`config.mk`:
```
export PLATFORM = sky130hd
export DESIGN_NAME = seed_mixer
export DESIGN_NICKNAME = d
export VERILOG_FILES = /design/src/rtl/seed_mixer_pkg.sv /design/src/rtl/nib_sbox.sv /design/src/rtl/seed_capture.sv /design/src/rtl/nibble_mix.sv /design/src/rtl/seed_mixer.sv
export SDC_FILE = /design/constraint.sdc
export NUM_CORES = 1
export LEC_CHECK = 0
export ABC_AREA = 0
export BUFFER_PORTS_ARGS = -buffer_cell sky130_fd_sc_hd__buf_2
export CAP_MARGIN = 20
export CORE_MARGIN = 10
export CORE_UTILIZATION = 30
export DETAILED_ROUTE_END_ITERATION = 8
export PLACE_DENSITY = 0.54
export SLEW_MARGIN = 20
export SYNTH_ARGS = -nofsm -noshare
export SYNTH_HDL_FRONTEND = slang
export SYNTH_SLANG_ARGS = --single-unit
```
`constraint.sdc`:
```
create_clock -name clk -period 3.1 [get_ports clk]
set_input_delay 0.775 -clock clk [delete_from_list [all_inputs] [get_ports clk]]
set_output_delay 0.775 -clock clk [all_outputs]
set_load 0.02 [all_outputs]
```
`src/rtl/seed_mixer_pkg.sv`:
```
// Package: shared widths and the fixed 4-bit substitution table.
// Assumes the byte is exactly two nibbles wide.
package seed_mixer_pkg;
    localparam int NIB_W  = 4;
    localparam int BYTE_W = 2 * NIB_W;

    typedef logic [NIB_W-1:0]  nib_t;
    typedef logic [BYTE_W-1:0] byte_t;

    // Fixed nonlinear substitution of one nibble.
    function automatic nib_t subst_nib(input nib_t x);
        case (x)
            4'h0: subst_nib = 4'hC;
            4'h1: subst_nib = 4'h5;
            4'h2: subst_nib = 4'h6;
            4'h3: subst_nib = 4'hB;
            4'h4: subst_nib = 4'h9;
            4'h5: subst_nib = 4'h0;
            4'h6: subst_nib = 4'hA;
            4'h7: subst_nib = 4'hD;
            4'h8: subst_nib = 4'h3;
            4'h9: subst_nib = 4'hE;
            4'hA: subst_nib = 4'hF;
            4'hB: subst_nib = 4'h8;
            4'hC: subst_nib = 4'h4;
            4'hD: subst_nib = 4'h7;
            4'hE: subst_nib = 4'h1;
            default: subst_nib = 4'h2;
        endcase
    endfunction
endpackage

```
`src/rtl/nib_sbox.sv`:
```
// nib_sbox: combinational 4-bit substitution lane.
// Assumes: none; purely combinational.
module nib_sbox
    import seed_mixer_pkg::*;
(
    input  nib_t nib_in,
    output nib_t nib_out
);
    // Table lookup for one nibble.
    always_comb nib_out = subst_nib(nib_in);
endmodule

```
`src/rtl/seed_capture.sv`:
```
// seed_capture: holds the accepted raw byte and the one-cycle valid flag.
// Assumes: in_valid is a single-cycle qualifier; synchronous active-low reset.
module seed_capture
    import seed_mixer_pkg::*;
(
    input  logic  clk,
    input  logic  rst_n,
    input  byte_t din,
    input  logic  din_vld,
    output byte_t held,
    output logic  held_vld
);
    // Load the byte only when qualified; clear on reset.
    always_ff @(posedge clk) begin
        if (!rst_n)       held <= '0;
        else if (din_vld) held <= din;
    end

    // Delay the qualifier by one cycle.
    always_ff @(posedge clk) begin
        if (!rst_n) held_vld <= 1'b0;
        else        held_vld <= din_vld;
    end

    // an unqualified byte leaves the stored byte untouched.
    assert_hold_idle_R8: assert property (@(posedge clk) disable iff (!rst_n)
        !din_vld |=> $stable(held));
endmodule

```
`src/rtl/nibble_mix.sv`:
```
// nibble_mix: substitutes both nibbles, sums them mod 16 into the low nibble,
// places the complemented upper nibble on top, and zeroes the byte when idle.
// Assumes: held is meaningful only while vld is high.
module nibble_mix
    import seed_mixer_pkg::*;
(
    input  byte_t held,
    input  logic  vld,
    output byte_t mixed
);
    localparam int LANES = BYTE_W / NIB_W;

    nib_t lane_in  [LANES];
    nib_t lane_out [LANES];
    nib_t sum_nib;
    nib_t top_nib;

    // One substitution lane per nibble.
    for (genvar g = 0; g < LANES; g++) begin : g_lane
        assign lane_in[g] = held[g*NIB_W +: NIB_W];
        nib_sbox u_sbox (.nib_in(lane_in[g]), .nib_out(lane_out[g]));
    end

    // Modulo-16 sum of the substituted nibbles; carry falls off the width.
    always_comb sum_nib = lane_out[1] + lane_out[0];

    // Complement of the upper raw nibble.
    always_comb top_nib = ~held[BYTE_W-1 -: NIB_W];

    // Assemble and gate the result with valid.
    always_comb mixed = vld ? {top_nib, sum_nib} : '0;
endmodule

```
`src/rtl/seed_mixer.sv`:
```
// seed_mixer: top level; one-cycle registered nibble mixer for seed bytes.
// Assumes: synchronous active-low reset; inputs stable around the rising edge.
module seed_mixer
    import seed_mixer_pkg::*;
(
    input  logic       clk,
    input  logic       rst_n,
    input  logic [7:0] in_byte,
    input  logic       in_valid,
    output logic [7:0] seed_byte,
    output logic       seed_valid
);
    byte_t held;
    logic  held_vld;

    seed_capture u_cap (
        .clk(clk), .rst_n(rst_n), .din(in_byte), .din_vld(in_valid),
        .held(held), .held_vld(held_vld)
    );

    nibble_mix u_mix (.held(held), .vld(held_vld), .mixed(seed_byte));

    assign seed_valid = held_vld;

    // qualifier follows input with one cycle of latency.
    assert_valid_follow_R2: assert property (@(posedge clk) disable iff (!rst_n)
        in_valid |=> seed_valid);
    assert_valid_drop_R2: assert property (@(posedge clk) disable iff (!rst_n)
        !in_valid |=> !seed_valid);
    // upper output nibble is the complement of the accepted upper nibble.
    assert_top_invert_R3: assert property (@(posedge clk) disable iff (!rst_n)
        in_valid |=> seed_byte[7:4] == ~$past(in_byte[7:4]));
    // idle output byte is zero.
    assert_idle_zero_R6: assert property (@(posedge clk) disable iff (!rst_n)
        !seed_valid |-> seed_byte == 8'h00);
endmodule

```
# Word level (Yosys, flattened, before mapping)
# Memory sizes are Yosys's and may differ from the RTL's. A register that Yosys moved wholly into a read port is not among the register bits.
# Index checks and enable logic that the tools add are counted.
[op_classes]
bitwise = 1
muxes = 5
addsub = 1
[op_table]
columns = ["operator", "n"]
rows = [
  ["4-bit 2-to-1 mux", 4],
  ["8-bit 2-to-1 mux", 1],
  ["4-bit adder", 1],
  ["4-bit inverter", 1],
]
[totals]
out_inout_bits = 9
input_bits = 11
mem_count = 2
reg_bits = 9
elab_cells = 11
rom_bits = 128
[memory_table]
columns = ["name", "depth", "word_bits", "read_ports", "rd_ports_with_merged_regs", "wr", "line", "text"]
rows = [
  ["(no name shown)", 16, 4, 1, 1, 0, "seed_mixer_pkg.sv:12", "case (x)"],
  ["(no name shown)", 16, 4, 1, 1, 0, "seed_mixer_pkg.sv:12", ""],
]

# Depth between registers and ports, before layout
[depth]
word_depth = 2
ltp_mapped = 9
ltp_nobuf = 8

# Cells and area by module
# Synthesis repeated with hierarchy kept, for this count alone.
[hier_totals]
cells_unflattened = 82
hier_area_um2 = 830.8
[by_module_without_submodules]
columns = ["module", "instances", "area_each_um2", "cells_per_inst"]
rows = [
  ["seed_capture", 1, 329.1, 27],
  ["nib_sbox (u_mix.g_lane[1].u_sbox)", 1, 185.2, 18],
  ["nib_sbox (u_mix.g_lane[0].u_sbox)", 1, 178.9, 18],
  ["nibble_mix", 1, 137.6, 19],
]

# Least setup slack after synthesis
# OpenSTA, ideal clock, no wires.
[synth_path]
kind = "in2reg"
startpoint = "in in_valid"
endpoint = "reg u_mix.g_lane[0].u_sbox.nib_out[0] (netlist name)"
path_stages = 7
setup_ns = 0.119
arrival_time_ns = 2.081
setup_slack_ns = 0.901
path_cell_list = "buf_6 mux2i_1 nor2b_1 inv_1 ha_1 or3_1 o221a_1"
[synth_via]
elab_chain_len = 2
[synth_lines]
columns = ["element", "line", "text"]
rows = [
  ["start, declared", "seed_mixer.sv:9", "input logic in_valid,"],
  ["4-bit 2-to-1 mux (no line) (2 in a row)", "n/a", ""],
]
# No other way between the ends.
# A chain may end at the register's enable or synchronous reset.

# Worst setup path in the final report
[layout_path]
startpoint = "reg u_mix.g_lane[1].u_sbox.nib_out[1] (netlist name)"
endpoint = "out seed_byte[3]"
[layout_via]
elab_chain_len = 2
[layout_lines]
columns = ["element", "line", "text"]
rows = [
  ["4-bit adder", "nibble_mix.sv:25", "always_comb sum_nib = lane_out[1] + lane_out[0];"],
  ["8-bit 2-to-1 mux", "nibble_mix.sv:31", "always_comb mixed = vld ? {top_nib, sum_nib} : '0;"],
  ["end, declared", "seed_mixer.sv:10", "output logic [7:0] seed_byte,"],
]
# No other way between the ends.

==> flow_summary.json <==
{
  "nets": 159,
  "cts_resized": 0,
  "clkTransAtPathRegs_ns": 0.07,
  "design.die.area_um2": 6493,
  "grt_setup_unrepaired": "false",
  "whs_path_depth": 3,
  "critical_path.max_stage_delay_ns": 0.34,
  "max_freq_mhz": 417.9,
  "power_density_nw_per_um2": 437.1,
  "grt_pass1_vias": 851,
  "num_vias": 810,
  "synthFlopType": "dfxtp_1",
  "dpl.hpwl_um": 1891,
  "synth_area_leader_cell": "dfxtp_1",
  "rr_startpoint": "u_cap.held[1]",
  "async_flop_share_pct": 0,
  "cts_tree": "built",
  "firstDrtPassIters": 4,
  "core_um2": 3442,
  "synth.distinct_cells": 36,
  "hold_viol": 0,
  "die_x_um": 80.58,
  "htree_levels": 1,
  "insertion_delay_ns": 0.25,
  "ctsRootBufferMaster": "clkbuf_8",
  "synth_top_cells_by_count": "dfxtp_1, ha_1, inv_1",
  "fin_area_um2": 1289,
  "holdWs_ns": 0.6404,
  "dp_slack_ns": 0.5958,
  "placed_cells": 175,
  "setup_tns_ns": 0,
  "finalNonFillerCells": 179,
  "ioPinCount": 20,
  "start_kind": "flop",
  "finalWorstPathRequiredPeriod_ns": 2.393,
  "worstRegToRegCells": 6,
  "worstSetupPathType": "flop to primary output",
  "yosysMostFrequentCell": "dfxtp_1",
  "drv_cap": 0,
  "power_leakage_nw": 0.6732,
  "regToRegSetupSlack_ns": 1.37,
  "die_h_um": 80.58,
  "synth_warnings": 0,
  "drt-initial-drc-count": 63,
  "postCtsSetupRepairBufs": 0,
  "grt_pass1_wl_um": 3808,
  "timing.final.ws_setup_ns": 0.7071,
  "dpl_cell_area_um2": 1240,
  "synth_edf_count": 0,
  "path_cells": "ha_1 > a21o_1 > a21oi_1 > xnor2_1 > and2_1 > buf_2",
  "yosysTopAreaCellShare_pct": 30.91,
  "start_util_pct": 31.99,
  "ant_nets": 0,
  "worst_pin_slew_ns": 0.2875,
  "fin_crit_sh_pct": 77.19,
  "relSlewSlack_pct": 80.28,
  "hold-path-endpoint": "u_cap.held[3]",
  "area_delta_synth_final_pct": 17.05,
  "ys_seq_area_share_pct": 30.91,
  "status": "completed",
  "wl_per_cell_um": 12.89,
  "core.rowCount": 21,
  "fin_skew_ns": 0.001760,
  "synthCells": 112,
  "slowest_stage": "dfxtp_1",
  "antenna_cells": 0,
  "antenna_found_initial": 0,
  "cts_inserted_buffers": 3,
  "critPathMaxFanout": 2,
  "synth_area_um2": 1101,
  "ctsHoldBuffers": 0,
  "io_buffers": 19,
  "clockBufferDepth": 2,
  "cts.sinks": 17,
  "wl_um": 2307,
  "hold_class": "flop to flop",
  "r2r-end": "u_mix.g_lane[0].u_sbox.nib_out[0]",
  "finalSetupViolations": 0,
  "grtUsageTotal_pct": 7.454,
  "worst_ep_arrival_time_ns": 1.62,
  "endpoint_kind": "primary output",
  "grt_max_degree": 16,
  "place_congestion": 0.7579,
  "avgSynthCellArea_um2": 9.831,
  "hp-start": "u_cap.held[3]",
  "drc_errors": 0,
  "drive_above_1_share_pct": 30.08,
  "crit_required_ns": 2.32,
  "yosys-top-cells-area": "dfxtp_1, ha_1, mux2_2, mux2i_1, inv_1",
  "syn_nets": 137,
  "synth_seq_cells": 17,
  "ir_drop_mv": 0.1746,
  "viasPerCell": 4.525,
  "grt_overflow": 0,
  "slew_viol_final": 0
}
==> area by class of cell <==
class                           instances  area, µm²
Inverter                               13      48.80
Sequential cell                        17      340.3
Clock buffer                            3      41.29
Clock inverter                          1      7.507
Tap cell                               46      57.56
Fill cell                             352       2153
Multi-Input combinational cell         79      690.7
Timing Repair Buffer                   20      102.6
==> cells in the final DEF (no fill, tap or decap) <==
cell type	n
o21a_1	2
nor2b_1	7
or3_1	1
o221a_1	1
and2_4	1
nand2_4	1
buf_2	19
and2b_1	2
o21ai_0	3
clkinvlp_4	1
dfxtp_1	17
clkbuf_8	3
o21a_2	1
or2_2	1
mux2_4	1
xnor2_1	1
nand3b_1	1
inv_1	13
a21oi_1	1
mux2i_1	6
ha_1	13
a21o_1	1
xor2_1	2
nand2_2	2
nand4_1	1
nand3_1	1
a31oi_1	1
o22ai_1	2
o221a_2	1
fa_1	1
and2_1	5
nor2_1	2
nand2_1	7
a22oi_1	1
mux2_2	6
buf_4	1
nand2b_1	1
mux4_2	2
==> cell families (layout without fill, tap and decap cells) <==
group / count (synthesis) / count (layout) / share of synthesized area, %
compound gates: 14 / 14 / 9.090
fa+ha+maj: 14 / 14 / 16.59
flops: 17 / 17 / 30.91
simple gates: 33 / 33 / 17.61
mux: 15 / 15 / 17.04
buf+inv: 16 / 37 / 6.364
xor+xnor: 3 / 3 / 2.387
==> registers in the layout (all words and copies together) (netlist names) <==
signal                       count
u_cap.held                       8
u_mix.g_lane.u_sbox.nib_out      8
u_cap.held_vld                   1
==> worst max path at each step <==
stage                                 startpoint                                end  slack, ns
2_1_floorplan                           in_valid  u_mix.g_lane[0].u_sbox.nib_out[0]       0.90
3_3_place_gp                            in_valid  u_mix.g_lane[0].u_sbox.nib_out[0]       0.68
3_5_place_dp                            in_valid  u_mix.g_lane[0].u_sbox.nib_out[0]       0.60
4_1_cts        u_mix.g_lane[1].u_sbox.nib_out[1]                       seed_byte[3]       0.69
5_1_grt        u_mix.g_lane[1].u_sbox.nib_out[1]                       seed_byte[3]       0.55
6_report       u_mix.g_lane[1].u_sbox.nib_out[1]                       seed_byte[3]       0.71
==> metrics by stage <==
stage                power, W  utilization (%)
floorplan           0.0003605                -
global placement    0.0003971            36.02
detailed placement  0.0003998            36.02
CTS                 0.0005686            37.44
global route        0.0006032            37.44
finish              0.0005634            37.44
==> per-layer routing <==
| layer | GRT usage [%] | part of all wire [%] | vias to the layer above | wire [µm] |
|---|---|---|---|---|
| met1 | 7.823 | 42 | 377 | 969 |
| met5 | 0 | 0 | - | 0 |
| li1 | - | - | 419 | - |
| met3 | 2.784 | 6.2 | 2 | 143 |
| met2 | 12.74 | 50 | 12 | 1161 |
| met4 | 3.697 | 1.3 | 0 | 31 |
==> critical path: cells and delay by family, from the launching register on <==
family	cells	cell delay (ns)
XOR/XNOR	1	0.12
adder cells (fa/ha/maj)	1	0.29
buffers and inverters	1	0.16
AND/OR/NAND/NOR	1	0.13
AO/OA/AOI/OAI	2	0.32
flip-flops	1	0.34
==> report_power, final <==
group          total [W]  internal (W)  switching [W]
registers       0.000250      0.000239      0.0000105
clock network   0.000169     0.0000903      0.0000787
logic           0.000145     0.0000691      0.0000755
No activity file was read; power rests on OpenSTA's default activity.
